**src/rtl/hw_l1pt_pkg.sv**
```systemverilog
package hw_l1pt_pkg;
  localparam int unsigned BASE_W = 12;
  localparam int unsigned DOM_W  = 4;
  localparam int unsigned AP_W   = 2;
  localparam int unsigned SPN_W  = 3;

  typedef struct packed {
    logic [BASE_W-1:0] base;
    logic [DOM_W-1:0]  dom;
    logic [AP_W-1:0]   ap;
    logic              c;
    logic              b;
    logic              dis;
    logic [SPN_W-1:0]  span;
  } ent_cfg_t;

  localparam int unsigned CFG_W = $bits(ent_cfg_t);

  function automatic logic [31:0] mk_desc(logic [BASE_W-1:0] base, logic [AP_W-1:0] ap,
                                          logic [DOM_W-1:0] dom, logic c, logic b);
    return {base, 8'h00, ap, 1'b0, dom, 1'b0, c, b, 2'b10};
  endfunction
endpackage

```
**src/rtl/l1pt_regs.sv**
```systemverilog
module l1pt_regs
  import hw_l1pt_pkg::*;
#(
  parameter int unsigned NUM_ENT = 16,
  parameter int unsigned SLOT_W  = 12,
  localparam int unsigned IDX_W  = $clog2(NUM_ENT + 1)
) (
  input  logic                            clk_i,
  input  logic                            rst_ni,
  input  logic                            we_i,
  input  logic [IDX_W-1:0]                idx_i,
  input  logic                            sel_i,
  input  logic [CFG_W-1:0]                wdata_i,
  output logic [NUM_ENT-1:0][SLOT_W-1:0]  loc_o,
  output ent_cfg_t [NUM_ENT-1:0]          cfg_o,
  output logic [AP_W-1:0]                 fix_ap_o,
  output logic [DOM_W-1:0]                fix_dom_o,
  output logic                            fix_b_o
);
  ent_cfg_t wcfg;
  assign wcfg = ent_cfg_t'(wdata_i);

  for (genvar n = 0; n < NUM_ENT; n++) begin : g_ent
    logic hit_w;
    assign hit_w = we_i && (idx_i == IDX_W'(n));
    always_ff @(posedge clk_i or negedge rst_ni) begin
      if (!rst_ni) begin
        loc_o[n] <= SLOT_W'(n);
        cfg_o[n] <= '{base: BASE_W'(n), default: '0};
      end else if (hit_w) begin
        if (sel_i) cfg_o[n] <= wcfg;
        else       loc_o[n] <= wdata_i[SLOT_W-1:0];
      end
    end
  end

  // fixed entry: only control word, only AP/domain/B kept
  always_ff @(posedge clk_i or negedge rst_ni) begin
    if (!rst_ni) begin
      fix_ap_o  <= '0;
      fix_dom_o <= '0;
      fix_b_o   <= 1'b0;
    end else if (we_i && sel_i && idx_i == IDX_W'(NUM_ENT)) begin
      fix_ap_o  <= wcfg.ap;
      fix_dom_o <= wcfg.dom;
      fix_b_o   <= wcfg.b;
    end
  end
endmodule

```
**src/rtl/l1pt_ent_match.sv**
```systemverilog
module l1pt_ent_match
  import hw_l1pt_pkg::*;
#(
  parameter int unsigned SLOT_W = 12
) (
  input  logic [SLOT_W-1:0] slot_i,
  input  logic [SLOT_W-1:0] loc_i,
  input  ent_cfg_t          cfg_i,
  output logic              hit_o,
  output logic [31:0]       desc_o
);
  logic [SLOT_W:0]     off;
  logic [SLOT_W-1:0]   run_idx;
  logic [BASE_W-1:0]   sec_base;

  // extra bit catches slot < loc (no wrap)
  assign off      = {1'b0, slot_i} - {1'b0, loc_i};
  assign run_idx  = off[SLOT_W-1:0];
  assign hit_o    = !cfg_i.dis && !off[SLOT_W] && ((run_idx >> cfg_i.span) == '0);
  assign sec_base = cfg_i.base + BASE_W'(run_idx);
  assign desc_o   = mk_desc(sec_base, cfg_i.ap, cfg_i.dom, cfg_i.c, cfg_i.b);
endmodule

```
**src/rtl/l1pt_pick.sv**
```systemverilog
module l1pt_pick #(
  parameter int unsigned NUM_ENT = 16
) (
  input  logic [NUM_ENT-1:0]       hit_i,
  input  logic [NUM_ENT-1:0][31:0] desc_i,
  output logic                     any_o,
  output logic [31:0]              desc_o
);
  // scan high to low so the lowest index lands last
  always_comb begin
    desc_o = '0;
    for (int n = NUM_ENT - 1; n >= 0; n--) begin
      if (hit_i[n]) desc_o = desc_i[n];
    end
  end
  assign any_o = |hit_i;
endmodule

```
**src/rtl/hw_l1pt.sv**
```systemverilog
module hw_l1pt
  import hw_l1pt_pkg::*;
#(
  parameter int unsigned NUM_ENT    = 16,
  parameter int unsigned SLOT_W     = 12,
  parameter logic [31:0] WIN_BASE   = 32'h800C_0000,
  parameter int unsigned FIXED_SLOT = 2048,
  localparam int unsigned IDX_W     = $clog2(NUM_ENT + 1),
  localparam int unsigned WIN_LSB   = SLOT_W + 2
) (
  input  logic             clk_i,
  input  logic             rst_ni,
  input  logic             rd_en_i,
  input  logic [31:0]      rd_addr_i,
  output logic             rd_valid_o,
  output logic [31:0]      rd_data_o,
  input  logic             cfg_we_i,
  input  logic [IDX_W-1:0] cfg_idx_i,
  input  logic             cfg_sel_i,
  input  logic [CFG_W-1:0] cfg_wdata_i
);
  logic [NUM_ENT-1:0][SLOT_W-1:0] loc;
  ent_cfg_t [NUM_ENT-1:0]         cfg;
  logic [AP_W-1:0]                fix_ap;
  logic [DOM_W-1:0]               fix_dom;
  logic                           fix_b;

  l1pt_regs #(.NUM_ENT(NUM_ENT), .SLOT_W(SLOT_W)) u_regs (
    .clk_i, .rst_ni,
    .we_i(cfg_we_i), .idx_i(cfg_idx_i), .sel_i(cfg_sel_i), .wdata_i(cfg_wdata_i),
    .loc_o(loc), .cfg_o(cfg),
    .fix_ap_o(fix_ap), .fix_dom_o(fix_dom), .fix_b_o(fix_b)
  );

  logic              in_win;
  logic [SLOT_W-1:0] slot;
  assign in_win = (rd_addr_i[31:WIN_LSB] == WIN_BASE[31:WIN_LSB]) && (rd_addr_i[1:0] == 2'b00);
  assign slot   = rd_addr_i[WIN_LSB-1:2];

  logic [NUM_ENT-1:0]       hit;
  logic [NUM_ENT-1:0][31:0] ent_desc;
  for (genvar n = 0; n < NUM_ENT; n++) begin : g_match
    l1pt_ent_match #(.SLOT_W(SLOT_W)) u_match (
      .slot_i(slot), .loc_i(loc[n]), .cfg_i(cfg[n]),
      .hit_o(hit[n]), .desc_o(ent_desc[n])
    );
  end

  logic        any_hit;
  logic [31:0] map_desc;
  l1pt_pick #(.NUM_ENT(NUM_ENT)) u_pick (
    .hit_i(hit), .desc_i(ent_desc), .any_o(any_hit), .desc_o(map_desc)
  );

  logic [31:0] fix_desc;
  logic [31:0] nxt_data;
  assign fix_desc = mk_desc(BASE_W'(FIXED_SLOT), fix_ap, fix_dom, 1'b0, fix_b);

  always_comb begin
    nxt_data = '0;
    if (rd_en_i && in_win) begin
      if (slot == SLOT_W'(FIXED_SLOT)) nxt_data = fix_desc;
      else if (any_hit)                nxt_data = map_desc;
    end
  end

  always_ff @(posedge clk_i or negedge rst_ni) begin
    if (!rst_ni) begin
      rd_valid_o <= 1'b0;
      rd_data_o  <= '0;
    end else begin
      rd_valid_o <= rd_en_i;
      rd_data_o  <= nxt_data;
    end
  end
endmodule

```
**config.mk**
```make
export PLATFORM = sky130hd
export DESIGN_NAME = hw_l1pt
export DESIGN_NICKNAME = d
export VERILOG_FILES = /design/src/rtl/hw_l1pt_pkg.sv /design/src/rtl/l1pt_regs.sv /design/src/rtl/l1pt_ent_match.sv /design/src/rtl/l1pt_pick.sv /design/src/rtl/hw_l1pt.sv
export SDC_FILE = /design/constraint.sdc
export NUM_CORES = 2
export LEC_CHECK = 0
export ABC_AREA = 1
export BUFFER_PORTS_ARGS = -buffer_cell sky130_fd_sc_hd__buf_2
export CORE_AREA = 5 5 390 392
export CTS_BUF_LIST = sky130_fd_sc_hd__clkbuf_8
export DETAILED_ROUTE_END_ITERATION = 8
export DIE_AREA = 0 0 395 397
export HOLD_SLACK_MARGIN = 0.1
export PLACE_DENSITY = 0.54
export SETUP_SLACK_MARGIN = 0.5
export SLEW_MARGIN = 40
export SYNTH_ARGS = -nofsm -noshare
export SYNTH_HDL_FRONTEND = slang
export SYNTH_SLANG_ARGS = --single-unit
```
**constraint.sdc**
```tcl
create_clock -name clk_i -period 4.5 [get_ports clk_i]
set_input_delay 0.45 -clock clk_i [delete_from_list [all_inputs] [get_ports clk_i]]
set_output_delay 0.45 -clock clk_i [all_outputs]
set_load 0.005 [all_outputs]
```
==> flow_summary.toml <==
[global_route]
antenna_found_initial = 26
grt_max_degree = 92
grt_pass1_vias = 40200
grt_pass1_wl_um = 245000
grt.overflow.total = 0
grtUsageTotal_pct = 20.4

[run_status]
status = "completed"

[hold_path]
timing.hold.worst.class = "input port to flop"
whs_path_depth = 3

[clock_tree]
cts_buffers = 112
cts_buffer_depth = 3
tritoncts = "yes"
root_buffer = "clkbuf_8"
cts_max_level = 3
cts.sinks = 605
path_clk_slew_ps = 70
clk_latency_ps = 860

[power_and_ir_drop]
power.density_nw_per_um2 = 395
p_int_mw = 13.2
switching_share_pct = 39.2
seq_power_share_pct = 30.6
combPwrFrac_pct = 43.9
peakVddDrop_mv = 0.218
clkPwrFrac_pct = 25.4
total_power_mw = 21.7
p_sw_mw = 8.52
p_leak_nw = 27.6

[floorplanning]
rows = 142
dieArea_um2 = 157000
die_h_um = 397
fp.dieW_um = 395
start_util_pct = 29.7
core_um2 = 149000
ios = 99

[timing]
setup-tns-final_ps = 0
fin_hold_ws_ps = 157
maxSlewViolCount = 0
period_share_pct = 93.7
finalWorstSetupSlack_ps = 284
fin_skew_ps = 82.1
finalSetupViolCount = 0
hold_violations = 0
max_freq_ghz = 0.237
worstMarginPinSlew_ps = 885
relSlewSlack_pct = 41.0
rsz0062_at_grt = "true"
fin_crit_ps = 4220

[yosys]
synth_warnings = 0
netlist_instances = 6131
ys_seq_elements = 605
avgSynthCellArea_um2 = 7.20
synthArstFlopShare_pct = 100
syn-cell-area_um2 = 44200
synth_flop_cell = "dfrtp_1"
yosys.cell_types.count = 60
ys_seq_area_share_pct = 34.5
synth_edf_count = 0

[route]
via_per_inst = 4.81
route.detailed.drc = 0
drtIter0Drc = 3880
dr.pass1.iters = 6
detail_route.wirelength_um = 164000
vias = 42300
ant_nets = 0
wl_per_cell_um = 18.6

[finish]
design_area_um2 = 55000
nNetsFinal = 7209
final_cells = 8786
syn2layout_area_growth_pct = 24.6
drive_above_1_share_pct = 19.1
fin_util_pct = 37.0

[place]
placedInstanceArea_um2 = 51000
pre_cts_ws_ps = -460
port_buffers = 87
dp_cells = 8527
place_hpwl_um = 117000
place.gp.congestion = 0.925

[worst_setup_path]
path_buf_inv = 3
worstPathMaxFanout = 3
arrival_ps = 4920
crit_cells = 41
crit_path_start_kind = "flop"
critPathTopFamily = "simple AND/OR/NAND/NOR gates"
crit_required_ps = 5210
endpoint_kind = "flop"
critical_path.max_stage_delay_ps = 560
cp_slowest_cell = "dfstp_2"
worstSetupPathType = "flop to flop"
path_common_cell = "nand2_1"
r2r_cells = 41

[flow_run]
drv_cap = 0
## synth_stat cells, types with 28 or more instances
| master | n | area (µm²) |
|---|---|---|
| fa_1 | 32 | 641 |
| clkbuf_1 | 186 | 698 |
| inv_1 | 848 | 3180 |
| a21oi_1 | 395 | 1980 |
| nand3_1 | 202 | 1010 |
| or2_2 | 28 | 175 |
| dfrtp_1 | 541 | 13500 |
| ha_1 | 368 | 4600 |
| o21ai_1 | 34 | 170 |
| nor3_1 | 52 | 260 |
| xor2_1 | 191 | 1670 |
| o21bai_1 | 53 | 398 |
| o21ai_0 | 780 | 3900 |
| nand2_1 | 1678 | 6300 |
| nand4_1 | 55 | 344 |
| dfstp_2 | 64 | 1680 |
| xnor2_1 | 66 | 578 |
| nor2_1 | 285 | 1070 |
| o211ai_1 | 39 | 293 |
## worst paths after layout
kind,start,end,slack [ps]
setup / recovery,u_regs.loc_o[132],rd_data_o[31],280
hold / removal,cfg_wdata_i[6],u_regs.loc_o[174],160
setup reg to reg,u_regs.loc_o[132],rd_data_o[31],280
hold reg to reg,u_regs.cfg_o[10],u_regs.cfg_o[10],480
max in group asynchronous,rst_ni,u_regs.cfg_o[97],2620
min in group asynchronous,rst_ni,u_regs.cfg_o[297],620
## kinds of logic after synthesis
| group | Yosys count | share of synthesized area (%) |
|---|---|---|
| DFF | 605 | 34.5 |
| AOI/OAI and AO/OA | 1390 | 16.9 |
| adders and majority gates | 400 | 11.9 |
| other | 1 | 0.00849 |
| buffers and inverters | 1106 | 9.69 |
| xor gates and xnor gates | 258 | 5.13 |
| and+or+nand+nor | 2371 | 22.0 |
## layer usage
| metal | track usage, % | vias up | share of wire (%) | wire, µm |
|---|---|---|---|---|
| met1 | 28.6 | 19600 | 46 | 75500 |
| met4 | 8.51 | 2 | 4.1 | 6670 |
| met5 | 0 | - | 0.0061 | 10 |
| met2 | 31.1 | 1330 | 43 | 70100 |
| li1 | - | 21000 | - | - |
| met3 | 3.45 | 303 | 7.0 | 11500 |
## tightest hold or removal path, cell delays in order
cell     delay, ps
buf_2          100
inv_4          170
o21ai_0        230
## power by group through the flow
stage                     Clock [mW]  Sequential [mW]  Combinational [mW]
final                           5.52             6.66                9.54
after detailed placement           0             6.72                8.99
after global routing            5.91             6.74                10.7
after floorplan                    0             6.57                5.58
after global placement             0             6.71                8.91
after CTS                       5.68             6.64                9.29
## placed cells by master (no fill, tap or decap), types with 139 or more instances in the layout
| cell type | synthesis | final |
|---|---|---|
| o21ai_0 | 780 | 760 |
| buf_4 | 19 | 583 |
| inv_1 | 848 | 870 |
| dfrtp_1 | 541 | 541 |
| nand2_1 | 1678 | 1564 |
| nor2_1 | 285 | 277 |
| a21oi_1 | 395 | 370 |
| clkbuf_8 | 0 | 139 |
| nand3_1 | 202 | 182 |
| xor2_1 | 191 | 178 |
| ha_1 | 368 | 344 |
## area by class of cell
cell class	instances	area, µm²
Fill cell	15700	93500
Multi-Input combinational cell	4430	26000
Sequential cell	605	15200
Timing Repair Buffer	730	5860
Inverter	864	3260
Tap cell	1944	2430
Clock buffer	139	1910
Clock inverter	63	344
Antenna cell	11	27.5
## sequential cells by signal (all words and copies together) (netlist names)
signal            flops
u_regs.fix_b_o        1
u_regs.cfg_o        384
u_regs.loc_o        192
u_regs.fix_dom_o      4
u_regs.fix_ap_o       2
rd_data_o            21
rd_valid_o            1
## timing repair
item                                    in CTS  in global routing
gates cloned                                 0                  4
buffers inserted                            17                 15
endpoints found under the setup margin      21                 21
hold buffers                                 8                  1
gates resized for setup                    126                176
pin swaps                                   64                113
endpoints found under the hold margin      107                  6
No activity file was read; power rests on OpenSTA's default activity.
